## src/rtl/hwloop_pkg.sv

```systemverilog
package hwloop_pkg;

    parameter int unsigned HWL_XLEN       = 32;
    parameter int unsigned HWL_NUM_LOOPS  = 2;
    parameter int unsigned HWL_IMM_W      = 12;
    parameter int unsigned HWL_UIMM_W     = 5;
    parameter int unsigned HWL_CSR_W      = 12;
    parameter int unsigned HWL_CSR_STRIDE = 4;
    parameter int unsigned HWL_INSN_BYTES = 4;
    parameter logic [11:0] HWL_CSR_BASE   = 12'h7B0;

    localparam int unsigned HWL_LIDX_W = (HWL_NUM_LOOPS > 1) ? $clog2(HWL_NUM_LOOPS) : 1;

    typedef logic [HWL_XLEN-1:0] word_t;

    typedef enum logic [2:0] {
        OP_START_IMM = 3'b000,
        OP_END_IMM   = 3'b001,
        OP_CNT_REG   = 3'b010,
        OP_CNT_IMM   = 3'b011,
        OP_SETUP_REG = 3'b100,
        OP_SETUP_IMM = 3'b101
    } lp_op_e;

    typedef struct packed {
        word_t [HWL_NUM_LOOPS-1:0] start;
        word_t [HWL_NUM_LOOPS-1:0] lend;
        word_t [HWL_NUM_LOOPS-1:0] cnt;
    } lp_state_t;

endpackage

```

## src/rtl/hwloop_cmd_dec.sv

```systemverilog
module hwloop_cmd_dec
    import hwloop_pkg::*;
(
    input  logic                     valid_i,
    input  logic [2:0]               op_i,
    input  logic [HWL_LIDX_W-1:0]    loop_i,
    input  word_t                    pc_i,
    input  word_t                    rs1_i,
    input  logic [HWL_IMM_W-1:0]     imm_i,
    input  logic [HWL_UIMM_W-1:0]    uimm_i,
    output logic [HWL_NUM_LOOPS-1:0] we_start_o,
    output logic [HWL_NUM_LOOPS-1:0] we_lend_o,
    output logic [HWL_NUM_LOOPS-1:0] we_cnt_o,
    output word_t                    start_o,
    output word_t                    lend_o,
    output word_t                    cnt_o
);

    logic  set_start, set_lend, set_cnt;
    word_t imm_z;

    assign imm_z = word_t'(imm_i);

    always_comb begin
        set_start = 1'b0;
        set_lend  = 1'b0;
        set_cnt   = 1'b0;
        start_o   = pc_i + word_t'(HWL_INSN_BYTES);
        lend_o    = pc_i + imm_z;
        cnt_o     = rs1_i;
        case (lp_op_e'(op_i))
            OP_START_IMM: begin
                set_start = 1'b1;
                start_o   = pc_i + (imm_z << 1);
            end
            OP_END_IMM: begin
                set_lend = 1'b1;
                lend_o   = pc_i + (imm_z << 1);
            end
            OP_CNT_REG: set_cnt = 1'b1;
            OP_CNT_IMM: begin
                set_cnt = 1'b1;
                cnt_o   = imm_z;
            end
            OP_SETUP_REG: begin
                set_start = 1'b1;
                set_lend  = 1'b1;
                set_cnt   = 1'b1;
            end
            OP_SETUP_IMM: begin
                set_start = 1'b1;
                set_lend  = 1'b1;
                set_cnt   = 1'b1;
                cnt_o     = word_t'(uimm_i);
            end
            default: ;
        endcase
    end

    for (genvar i = 0; i < HWL_NUM_LOOPS; i++) begin : g_loop
        logic hit;
        assign hit           = valid_i && (loop_i == HWL_LIDX_W'(i));
        assign we_start_o[i] = hit && set_start;
        assign we_lend_o[i]  = hit && set_lend;
        assign we_cnt_o[i]   = hit && set_cnt;
    end

endmodule

```

## src/rtl/hwloop_csr_map.sv

```systemverilog
module hwloop_csr_map
    import hwloop_pkg::*;
(
    input  logic                      we_i,
    input  logic [HWL_CSR_W-1:0]      addr_i,
    input  word_t [HWL_NUM_LOOPS-1:0] start_i,
    input  word_t [HWL_NUM_LOOPS-1:0] lend_i,
    input  word_t [HWL_NUM_LOOPS-1:0] cnt_i,
    output logic [HWL_NUM_LOOPS-1:0]  we_start_o,
    output logic [HWL_NUM_LOOPS-1:0]  we_lend_o,
    output logic [HWL_NUM_LOOPS-1:0]  we_cnt_o,
    output word_t                     rdata_o
);

    word_t [HWL_NUM_LOOPS-1:0] part;

    for (genvar i = 0; i < HWL_NUM_LOOPS; i++) begin : g_loop
        localparam logic [HWL_CSR_W-1:0] BASE = HWL_CSR_BASE + HWL_CSR_W'(HWL_CSR_STRIDE * i);
        logic sel_s, sel_e, sel_c;
        assign sel_s = (addr_i == BASE);
        assign sel_e = (addr_i == BASE + HWL_CSR_W'(1));
        assign sel_c = (addr_i == BASE + HWL_CSR_W'(2));
        assign we_start_o[i] = we_i && sel_s;
        assign we_lend_o[i]  = we_i && sel_e;
        assign we_cnt_o[i]   = we_i && sel_c;
        assign part[i] = ({HWL_XLEN{sel_s}} & start_i[i])
                       | ({HWL_XLEN{sel_e}} & lend_i[i])
                       | ({HWL_XLEN{sel_c}} & cnt_i[i]);
    end

    always_comb begin
        rdata_o = '0;
        for (int i = 0; i < HWL_NUM_LOOPS; i++) begin
            rdata_o = rdata_o | part[i];
        end
    end

endmodule

```

## src/rtl/hwloop_match.sv

```systemverilog
module hwloop_match
    import hwloop_pkg::*;
(
    input  logic                      valid_i,
    input  word_t                     pc_i,
    input  word_t [HWL_NUM_LOOPS-1:0] lend_i,
    input  word_t [HWL_NUM_LOOPS-1:0] cnt_i,
    output logic                      hit_o,
    output logic [HWL_LIDX_W-1:0]     sel_o,
    output logic                      jump_o
);

    logic [HWL_NUM_LOOPS-1:0] hit;

    for (genvar i = 0; i < HWL_NUM_LOOPS; i++) begin : g_cmp
        assign hit[i] = valid_i && (cnt_i[i] != '0) && (pc_i == lend_i[i]);
    end

    // lowest index wins: scan from the top so index 0 is applied last
    always_comb begin
        sel_o = '0;
        for (int i = HWL_NUM_LOOPS - 1; i >= 0; i--) begin
            if (hit[i]) sel_o = HWL_LIDX_W'(i);
        end
    end

    assign hit_o  = |hit;
    assign jump_o = hit_o && (cnt_i[sel_o] > word_t'(1));

endmodule

```

## src/rtl/hwloop_ctrl.sv

```systemverilog
module hwloop_ctrl
    import hwloop_pkg::*;
(
    input  logic                  clk_i,
    input  logic                  rst_ni,
    input  logic                  issue_valid_i,
    input  logic [HWL_XLEN-1:0]   pc_i,
    input  logic                  setup_valid_i,
    input  logic [2:0]            setup_op_i,
    input  logic [HWL_LIDX_W-1:0] setup_loop_i,
    input  logic [HWL_XLEN-1:0]   setup_rs1_i,
    input  logic [HWL_IMM_W-1:0]  setup_imm_i,
    input  logic [HWL_UIMM_W-1:0] setup_uimm_i,
    input  logic                  csr_we_i,
    input  logic [HWL_CSR_W-1:0]  csr_addr_i,
    input  logic [HWL_XLEN-1:0]   csr_wdata_i,
    output logic [HWL_XLEN-1:0]   csr_rdata_o,
    output logic                  jump_o,
    output logic [HWL_XLEN-1:0]   jump_target_o
);

    lp_state_t state_d, state_q;

    logic [HWL_NUM_LOOPS-1:0] cmd_we_start, cmd_we_lend, cmd_we_cnt;
    logic [HWL_NUM_LOOPS-1:0] csr_we_start, csr_we_lend, csr_we_cnt;
    word_t                    cmd_start, cmd_lend, cmd_cnt;
    logic                     m_hit, m_jump;
    logic [HWL_LIDX_W-1:0]    m_sel;

    hwloop_cmd_dec u_dec (
        .valid_i    (setup_valid_i),
        .op_i       (setup_op_i),
        .loop_i     (setup_loop_i),
        .pc_i       (pc_i),
        .rs1_i      (setup_rs1_i),
        .imm_i      (setup_imm_i),
        .uimm_i     (setup_uimm_i),
        .we_start_o (cmd_we_start),
        .we_lend_o  (cmd_we_lend),
        .we_cnt_o   (cmd_we_cnt),
        .start_o    (cmd_start),
        .lend_o     (cmd_lend),
        .cnt_o      (cmd_cnt)
    );

    hwloop_csr_map u_csr (
        .we_i       (csr_we_i),
        .addr_i     (csr_addr_i),
        .start_i    (state_q.start),
        .lend_i     (state_q.lend),
        .cnt_i      (state_q.cnt),
        .we_start_o (csr_we_start),
        .we_lend_o  (csr_we_lend),
        .we_cnt_o   (csr_we_cnt),
        .rdata_o    (csr_rdata_o)
    );

    hwloop_match u_match (
        .valid_i (issue_valid_i),
        .pc_i    (pc_i),
        .lend_i  (state_q.lend),
        .cnt_i   (state_q.cnt),
        .hit_o   (m_hit),
        .sel_o   (m_sel),
        .jump_o  (m_jump)
    );

    // update order: loop-end decrement, then CSR write, then setup command
    always_comb begin
        state_d = state_q;
        for (int i = 0; i < HWL_NUM_LOOPS; i++) begin
            if (m_hit && (m_sel == HWL_LIDX_W'(i))) state_d.cnt[i] = state_q.cnt[i] - word_t'(1);
            if (csr_we_start[i]) state_d.start[i] = csr_wdata_i;
            if (csr_we_lend[i])  state_d.lend[i]  = csr_wdata_i;
            if (csr_we_cnt[i])   state_d.cnt[i]   = csr_wdata_i;
            if (cmd_we_start[i]) state_d.start[i] = cmd_start;
            if (cmd_we_lend[i])  state_d.lend[i]  = cmd_lend;
            if (cmd_we_cnt[i])   state_d.cnt[i]   = cmd_cnt;
        end
    end

    always_ff @(posedge clk_i or negedge rst_ni) begin
        if (!rst_ni) state_q <= '0;
        else         state_q <= state_d;
    end

    assign jump_o        = m_jump;
    assign jump_target_o = state_q.start[m_sel];

endmodule

```

## config.mk

```make
export PLATFORM = sky130hd
export DESIGN_NAME = hwloop_ctrl
export DESIGN_NICKNAME = d
export VERILOG_FILES = /design/src/rtl/hwloop_pkg.sv /design/src/rtl/hwloop_cmd_dec.sv /design/src/rtl/hwloop_csr_map.sv /design/src/rtl/hwloop_match.sv /design/src/rtl/hwloop_ctrl.sv
export SDC_FILE = /design/constraint.sdc
export NUM_CORES = 1
export LEC_CHECK = 0
export ABC_AREA = 1
export BUFFER_PORTS_ARGS = -buffer_cell sky130_fd_sc_hd__buf_4
export CELL_PAD_IN_SITES_DETAIL_PLACEMENT = 0
export CELL_PAD_IN_SITES_GLOBAL_PLACEMENT = 2
export CORE_UTILIZATION = 35
export CTS_CLUSTER_DIAMETER = 50
export DETAILED_ROUTE_END_ITERATION = 8
export PLACE_DENSITY = 0.86
export SYNTH_ARGS = -nofsm -noshare
export SYNTH_HDL_FRONTEND = slang
export SYNTH_HIERARCHICAL = 1
export SYNTH_SLANG_ARGS = --single-unit
export TNS_END_PERCENT = 10
```

## constraint.sdc

```tcl
create_clock -name clk_i -period 6.7 [get_ports clk_i]
set_clock_uncertainty 0.2 [all_clocks]
set_input_delay 0.67 -clock clk_i [delete_from_list [all_inputs] [get_ports clk_i]]
set_output_delay 0.67 -clock clk_i [all_outputs]
set_load 0.05 [all_outputs]
```

# Word-level counts from Yosys, hierarchy flattened
# Cells that the tools add are included.
# classes
n_addsub,5
magnitude_cmp,2
n_eq_ne,13
n_mux,26
bitwise_logic,13
n_reduce_logical,34
# op_table
cell,count
two-way mux 32 bit,20
AND 32 bit,6
bitwise OR 32 bit,5
equality test 12 x 11 -> 1 bit (second input constant),6
equality test 32 bit,2
one-hot mux 32 bit (2 select lines),1
nonzero test 32 bit,2
subtractor 32 x 1 -> 32 bit (second input constant),2
adder 32 x 12 -> 32 bit,1
adder 32 x 13 -> 32 bit,1
adder 32 x 3 -> 32 bit (second input constant),1
> comparator 32 x 1 -> 1 bit (second input constant),1
logical AND 1 bit,21
nonzero test 2 bit,4
equality test 3 x 2 -> 1 bit (second input constant),2
equality test 3 bit (second input constant),2
nonzero test 3 bit,2
OR reduction 3 bit,2
two-way mux 1 bit,5
OR reduction 4 bit,1
equality test 3 x 1 -> 1 bit (second input constant),1
zero test 3 bit,1
< comparator 1 x 2 -> 1 bit (second input constant),1
inverter 1 bit,2
OR reduction 2 bit,1
# totals
register_bits,192
input_bits,134
output_inout_bits,65
word_cells,99

# Logic depth before layout (Yosys ltp)
# Gate-level depths: netlist of run 1.
# depth
depth_word,10
mapped_depth,20
depth_no_buf,18

# By module
# Netlist of run 1, hierarchy kept.
# modules_own_cells
mod,n_inst,cells_per_inst,area_each_um2,seq_area_each_um2
hwloop_ctrl,1,1474,11049.3,4804.6
hwloop_cmd_dec,1,953,4568.1,0.0
hwloop_csr_map,1,461,2093.3,0.0
hwloop_match,1,363,1490.2,0.0

# Least setup slack after synthesis of run 1
# No wires, ideal clock.
# synth_path
path_kind,input to output
from,input port pc_i[2]
to,output port jump_target_o[10]
t_arrival_ns,2.254
required_ns,5.830
setup_slack_ns,3.576
cell_stages,15
path_buffers,2
cell_sequence,inv_1 nand2_1 nand2_1 nor2_1 nand2_1 nor2_1 nand2_1 nor2_2 nand2_1 and2_1 buf_4 inv_4 clkbuf_1 nand2_1 nand2_1
# synth_via
elab_chain_len,6
word_cells_on_any_way,8
cone_classes,2 x eq/ne; 4 x mux; 2 x reduce/logical
# synth_lines
element,line_no,text
start: declaration,hwloop_ctrl.sv:7,"input logic [HWL_XLEN-1:0] pc_i,"
equality test 32 bit,hwloop_match.sv:16,assign hit[i] = valid_i && (cnt_i[i] != '0) && (pc_i == lend_i[i]);
logical AND 1 bit,hwloop_match.sv:16,
two-way mux 1 bit,hwloop_match.sv:23,if (hit[i]) sel_o = HWL_LIDX_W'(i);
two-way mux 1 bit (*),hwloop_match.sv:23,
named net m_sel,hwloop_ctrl.sv:28,logic [HWL_LIDX_W-1:0] m_sel;
two-way mux 32 bit (implied by the code) (*) (2 in series),hwloop_ctrl.sv:88,assign jump_target_o = state_q.start[m_sel];
end: declaration,hwloop_ctrl.sv:19,output logic [HWL_XLEN-1:0] jump_target_o
# The timed path passes the listed nets; every way through them passes the cells marked *. The select of a mux whose other input is x is not followed.

# Final worst setup path of run 1
# layout_path
from,register state_q[54] (netlist bit)
to,register state_q[5] (netlist bit)
# layout_via
elab_chain_len,8
word_cells_on_any_way,9
cone_classes,2 x mux; 1 x bitwise; 6 x reduce/logical
# layout_lines
element,line_no,text
start: declaration,hwloop_ctrl.sv:22,"lp_state_t state_d, state_q;"
start signal: assignment,hwloop_ctrl.sv:84,else state_q <= state_d;
nonzero test 32 bit,hwloop_match.sv:16,
logical AND 1 bit (2 in series),hwloop_match.sv:16,
two-way mux 1 bit (2 in series),hwloop_match.sv:23,
named net m_sel,hwloop_ctrl.sv:28,
inverter 1 bit,hwloop_ctrl.sv:72,if (m_hit && (m_sel == HWL_LIDX_W'(i))) state_d.cnt[i] = state_q.cnt[i] - word_t'(1);
logical AND 1 bit,hwloop_ctrl.sv:72,
nonzero test 3 bit (no line),n/a,
# The timed path passes the listed nets, and every way through them passes these cells.
# A chain may end at the register's enable or synchronous reset.

==> flow_metrics.py, run 1 <==
metrics = {
    "outcome": {
        "outcome": "finished, final reports clean",
    },
    "global_routing": {
        "overflow": 0,
        "grt_util_all_layers_pct": 35.2,
        "antenna_found_initial": 3,
        "grt_max_degree": 98,
        "first_global_vias": 20883,
        "grt_pass1_wl_mm": 145,
    },
    "critical_path": {
        "crit_fanout": 33,
        "worstPathArrival_ps": 4380,
        "worstPathRequired_ps": 6900,
        "worst_setup_path_end_kind": "flop",
        "critPathKind": "flop to flop",
        "worst-r2r-setup-slack_ps": 2520,
        "startpoint_type": "flop",
    },
    "final_layout": {
        "top_regs": "state_q x192",
        "drive_above_1_share_pct": 11.5,
        "final_common_cell": "nand2_1",
        "mostFrequentLayoutCells": "1025 x nand2_1, 421 x inv_1, 410 x nand3_1",
        "fill_cells": 6018,
        "largest_reg_flops": 192,
        "top_register": "state_q",
        "nets": 3503,
        "post-route-cell-area_um2": 21600,
        "synthToLayoutAreaGrowth_pct": 12.4,
        "diodes": 0,
        "stdcell_count": 4049,
    },
    "synth": {
        "ys_warn_count": 6,
        "syn_nets": 3414,
        "synthFlopType": "dfrtp_1",
        "ys_seq_elements": 192,
        "synth_edf_count": 0,
        "ys_seq_area_share_pct": 25.0,
        "syn_area_um2": 19200,
        "syn-instance-count": 3251,
        "ys_async_sr_fraction_pct": 100,
        "avgSynthCellArea_um2": 5.91,
        "synth_cell_type_count": 48,
    },
    "pwr": {
        "p_total_mw": 4.84,
        "ir_drop_uv": 184,
        "power_leakage_nw": 11.3,
        "power_density_nw_per_um2": 224,
    },
    "floorplanning": {
        "ioPinCount": 199,
        "start_util_pct": 35.5,
        "fp.dieArea_um2": 55800,
        "die-width_um": 236,
        "chipHeight_um": 236,
        "num_rows": 85,
        "core_um2": 54000,
    },
    "clock_tree": {
        "numCtsBuffers": 17,
        "path_clk_slew_ps": 90,
        "holdBufCountCts": 0,
        "tritoncts": "done",
        "clk_latency_ps": 480,
        "clock-sinks": 192,
        "clock_path_buffers": 2,
        "root_buffer": "clkbuf_16",
        "h-tree-depth": 4,
        "post_cts_buffers": 0,
        "cts-resized-gates": 0,
    },
    "routing": {
        "drc": 0,
        "first_iter_violations": 3007,
        "ant_nets": 0,
        "routedWlPerCell_um": 24.8,
        "drt-pass1-iter-count": 6,
        "via_per_inst": 5.75,
        "drt-total-wl_mm": 100,
        "vias": 23276,
    },
    "timing": {
        "rsz0062_at_grt": "no",
        "final_hold_viol_count": 0,
        "fmax_mhz": 239,
        "setup_tns_ps": 0,
        "drv_slew": 0,
        "worst_pin_slew_ps": 1350,
        "fin_crit_sh_pct": 62.4,
        "setup_viol": 0,
        "relSlewSlack_pct": 9.80,
        "period_minus_slack_ps": 4180,
    },
    "job": {
        "drv_cap": 0,
    },
    "hold_path": {
        "hold_class": "input port to async pin",
    },
    "place": {
        "place_congestion": 0.985,
        "dp_hpwl_mm": 77.3,
        "portBuffers": 198,
        "dp.cells": 4017,
        "placed_cell_area_um2": 21000,
    },
}
-- per-layer routing --
layer,track usage [%],routed length [um]
met5,0,0
met3,5.29,9340
met4,13.1,3970
met2,51.4,41600
met1,51.8,45500
-- logic make-up after synthesis --
| group | count (synthesis) | synth area share (%) |
|---|---|---|
| AOI/OAI and AO/OA | 481 | 14.9 |
| xor gates and xnor gates | 58 | 2.65 |
| adders and majority gates | 29 | 1.97 |
| buffers and inverters | 605 | 12.9 |
| DFF | 192 | 25.0 |
| muxes | 1 | 0.0521 |
| and+or+nand+nor | 1885 | 42.5 |
-- final timing paths --
path	start	to	depth (start not counted)
max in group asynchronous	rst_ni	state_q[176]$_DFFE_PN0P_	2
hold reg to reg	state_q[174]$_DFFE_PN0P_	state_q[174]$_DFFE_PN0P_	2
hold / removal	rst_ni	state_q[156]$_DFFE_PN0P_	1
setup reg to reg	state_q[54]$_DFFE_PN0P_	state_q[5]$_DFFE_PN0P_	16
setup / recovery	state_q[54]$_DFFE_PN0P_	state_q[5]$_DFFE_PN0P_	16
min in group clk_i	csr_wdata_i[10]	state_q[42]$_DFFE_PN0P_	3
-- synthesized netlist by cell type, drive strengths merged, types with 4 or more instances --
master  count  area share, %
nand2    1049             21
inv       448            8.8
nand3     411             11
nor2      355            8.2
dfrtp     192             25
o22ai     166            5.4
a31oi     129            4.2
o21ai      93            2.4
buf        90            2.8
a21oi      66            1.8
clkbuf     66            1.3
xor2       43            2.0
ha         27            1.8
nand4      23           0.75
nor3       18           0.80
xnor2      15           0.68
or2        13           0.42
a22o        7           0.32
and2        7           0.23
o211ai      7           0.27
o21bai      7           0.27
nand3b      5           0.20
o221ai      4           0.18
-- layout make-up --
type                    count  area [um^2]  share of cell area [%]
repair buffers            226         1700                    7.89
inverters                 449         1690                    7.82
multi-input cells        2454        12000                    55.4
well taps                 696          871                    4.03
clock buffers              17          425                    1.97
clock inverters            15          144                   0.666
flip-flops and latches    192         4800                    22.3
-- through the flow --
| stage | hold WS, ps | utilization, % | worst slack [ps] |
|---|---|---|---|
| 5_1_grt | 114 | 40.0 | 2310 |
| 2_1_floorplan | 174 | - | 3580 |
| 4_1_cts | 124 | 40.0 | 2640 |
| 3_3_place_gp | 392 | 38.9 | 2350 |
| 3_5_place_dp | 405 | 38.9 | 2300 |
| 6_report | 51.4 | 40.0 | 2520 |
-- power by group --
group          leakage (nW)  switching, mW  internal [mW]  total (mW)
clock network         0.279          0.575          0.496        1.07
logic                  8.82           1.26          0.617        1.88
registers              2.22          0.479           1.41        1.89
total                  11.3           2.32           2.52        4.84
-- critical path, cell delays in order, from the launching register on --
cell and delay (ps):
dfrtp_1 590, nor2_1 160, and2_1 140, nand2_1 60, nor2_1 160, nand2_1 190, nand3_1 140, nor2_1 60
and2_1 160, buf_4 220, inv_4 390, nand2_1 140, nand2_1 80, nand2_1 760, a21oi_1 400, o21ai_0 130
nand3_1 90
(Power assumes the default switching activity.)
==> inputs of run 2 (changes only) <==
--- a/config.mk
+++ b/config.mk
@@ -9,10 +9,10 @@
 export BUFFER_PORTS_ARGS = -buffer_cell sky130_fd_sc_hd__buf_4
 export CELL_PAD_IN_SITES_DETAIL_PLACEMENT = 0
 export CELL_PAD_IN_SITES_GLOBAL_PLACEMENT = 2
-export CORE_UTILIZATION = 35
+export CORE_UTILIZATION = 29
 export CTS_CLUSTER_DIAMETER = 50
 export DETAILED_ROUTE_END_ITERATION = 8
-export PLACE_DENSITY = 0.86
+export PLACE_DENSITY = 0.76
 export SYNTH_ARGS = -nofsm -noshare
 export SYNTH_HDL_FRONTEND = slang
 export SYNTH_HIERARCHICAL = 1
==> constraint.sdc (replaced) <==
create_clock -name clk_i -period 3.6 [get_ports clk_i]
set_clock_uncertainty 0.2 [all_clocks]
set_input_delay 0.36 -clock clk_i [delete_from_list [all_inputs] [get_ports clk_i]]
set_output_delay 0.36 -clock clk_i [all_outputs]
set_load 0.05 [all_outputs]
==> flow_metrics.py, run 2 (same netlist as run 1, synthesis figures left out) <==
metrics = {
    "outcome": {
        "outcome": "finished, final reports clean",
    },
    "critical_path": {
        "cp_common_cell": "nand2_1",
        "critPathKind": "flop to primary output",
        "crit_fanout": 16,
        "crit_family": "simple AND/OR/NAND/NOR gates",
        "timing.rr.start": "state_q[104]$_DFFE_PN0P_",
        "path_buf_inv": 5,
        "cp_cell_sequence": "inv_1 -> nand2_1 -> nand2_1 -> nor2_1 -> nand2_1 -> nor2_1 -> nand2_1 -> nor2_2 -> nand2_1 -> and2_1 -> buf_6 -> inv_4 -> buf_12 -> nand2_1 -> nand2_1 -> buf_6",
        "worst-r2r-setup-slack_ps": 400,
        "rr_endpoint": "state_q[48]$_DFFE_PN0P_",
        "startpoint_type": "flop",
        "worstPathRequired_ps": 3040,
        "worst_setup_path_end_kind": "primary output",
        "slowest_stage": "dfrtp_1",
        "max_stage_delay_ps": 410,
        "reg2reg_depth": 15,
        "worstPathArrival_ps": 2940,
    },
    "pwr": {
        "power_density_nw_per_um2": 417,
        "p_total_mw": 9.40,
        "ir_drop_uv": 340,
        "power_leakage_nw": 11.7,
    },
    "final_layout": {
        "final_common_cell": "nand2_1",
        "fill_cells": 7354,
        "stdcell_count": 4281,
        "drive_above_1_share_pct": 14.0,
        "nets": 3576,
        "top_register": "state_q",
        "synthToLayoutAreaGrowth_pct": 17.5,
        "largest_reg_flops": 192,
        "top_regs": "state_q x192",
        "mostFrequentLayoutCells": "1021 x nand2_1, 421 x inv_1, 410 x nand3_1",
        "diodes": 0,
        "post-route-cell-area_um2": 22600,
    },
    "hold_path": {
        "hold_path_end": "state_q[36]$_DFFE_PN0P_",
        "holdCritStartpoint": "csr_wdata_i[4]",
        "whs_path_depth": 3,
        "hold_class": "input port to flop",
    },
    "timing": {
        "setup_viol": 0,
        "fmax_mhz": 285,
        "drv_slew": 0,
        "worst_pin_slew_ps": 981,
        "final_hold_viol_count": 0,
        "rsz0062_at_grt": "no",
        "timing.hold.ws_ps": 25.4,
        "setup_tns_ps": 0,
        "fin_crit_sh_pct": 97.3,
        "period_minus_slack_ps": 3500,
        "relSlewSlack_pct": 34.5,
    },
    "place": {
        "dp_hpwl_mm": 84.0,
        "place_congestion": 0.974,
        "dp.cells": 4241,
        "portBuffers": 198,
        "placed_cell_area_um2": 21800,
    },
    "routing": {
        "drc": 0,
        "drt-total-wl_mm": 106,
        "via_per_inst": 5.46,
        "first_iter_violations": 2622,
        "routedWlPerCell_um": 24.7,
        "ant_nets": 0,
        "vias": 23366,
        "drt-pass1-iter-count": 6,
    },
    "global_routing": {
        "grt_pass1_wl_mm": 152,
        "grt_util_all_layers_pct": 30.9,
        "overflow": 0,
        "first_global_vias": 21662,
        "antenna_found_initial": 2,
        "grt_max_degree": 77,
    },
    "floorplanning": {
        "start_util_pct": 29.6,
        "num_rows": 93,
        "chipHeight_um": 259,
        "core_um2": 64900,
        "fp.dieArea_um2": 67200,
        "ioPinCount": 199,
        "die-width_um": 259,
    },
    "clock_tree": {
        "root_buffer": "clkbuf_16",
        "path_clk_slew_ps": 80,
        "clk_latency_ps": 480,
        "h-tree-depth": 4,
        "numCtsBuffers": 17,
        "clock_path_buffers": 2,
        "clock-sinks": 192,
        "tritoncts": "done",
    },
    "job": {
        "drv_cap": 0,
    },
}
-- run 2: cell count changes in the layout (fill, tap and decap cells not counted), moves of 6 or more --
cell | previous run | this run
buf_4 | 225 | 283
dfrtp_1 | 192 | 177
dfrtp_2 | 0 | 15
buf_6 | 0 | 7
buf_12 | 0 | 6
-- run 2: routing by layer --
layer | wire length [um] | vias up | GRT usage (%)
met2 | 46100 | 1088 | 47.5
met5 | 22 | - | 0
met3 | 8000 | 117 | 4.63
li1 | - | 10887 | -
met1 | 48600 | 11270 | 44.7
met4 | 2880 | 4 | 8.38
-- run 2: layout make-up --
cell class / instances / area (um^2) / area share [%]
Clock buffer: 18 / 439 / 1.95
Sequential cell: 192 / 4820 / 21.4
Clock inverter: 14 / 180 / 0.799
Inverter: 449 / 1690 / 7.48
Tap cell: 855 / 1070 / 4.74
Multi-Input combinational cell: 2454 / 12000 / 53.1
Timing Repair Buffer: 299 / 2370 / 10.5
-- run 2: repair_timing --
item / in CTS / in global routing
endpoints found under the setup margin: 32 / 32
resized for setup: 7 / 27
pin swaps: 0 / 2
buffers inserted: 0 / 6
gates cloned: 0 / 1
hold buffers: 1 / 0
hold endpoints to repair: 72 / 0
-- run 2: worst reg2reg max path: cells and delay by family (launching register included) --
kind | cells | cell delay [ps]
AOI/OAI and AO/OA | 4 | 950
DFF | 1 | 470
buffers and inverters | 3 | 510
and+or+nand+nor | 8 | 980
-- run 2: worst max-delay path by stage --
| stage | start | endpoint | slack (ps) | cells past startpoint |
|---|---|---|---|---|
| 3_3_place_gp | pc_i[1] | state_q[169]$_DFFE_PN0P_ | 140 | 14 |
| 2_1_floorplan | state_q[40]$_DFFE_PN0P_ | jump_target_o[10] | 1040 | 14 |
| 6_report | state_q[75]$_DFFE_PN0P_ | jump_target_o[24] | 100 | 16 |
| 4_1_cts | state_q[124]$_DFFE_PN0P_ | jump_target_o[12] | 30 | 15 |
| 5_1_grt | state_q[75]$_DFFE_PN0P_ | jump_target_o[14] | 2 | 16 |
| 3_5_place_dp | pc_i[1] | state_q[137]$_DFFE_PN0P_ | 160 | 14 |
-- run 2: metrics by stage --
| stage | utilization [%] | setup slack (ps) |
|---|---|---|
| 2_1_floorplan | - | 1040 |
| 3_3_place_gp | 33.5 | 143 |
| 3_5_place_dp | 33.5 | 161 |
| 4_1_cts | 34.5 | 26.9 |
| 5_1_grt | 34.7 | 1.84 |
| 6_report | 34.7 | 96.3 |
-- run 2: power breakdown --
part           internal [mW]  switching [mW]  leakage [nW]
registers               2.64           0.685          2.20
logic                   1.31            2.66          9.24
clock network          0.976            1.13         0.302
total                   4.92            4.48          11.7
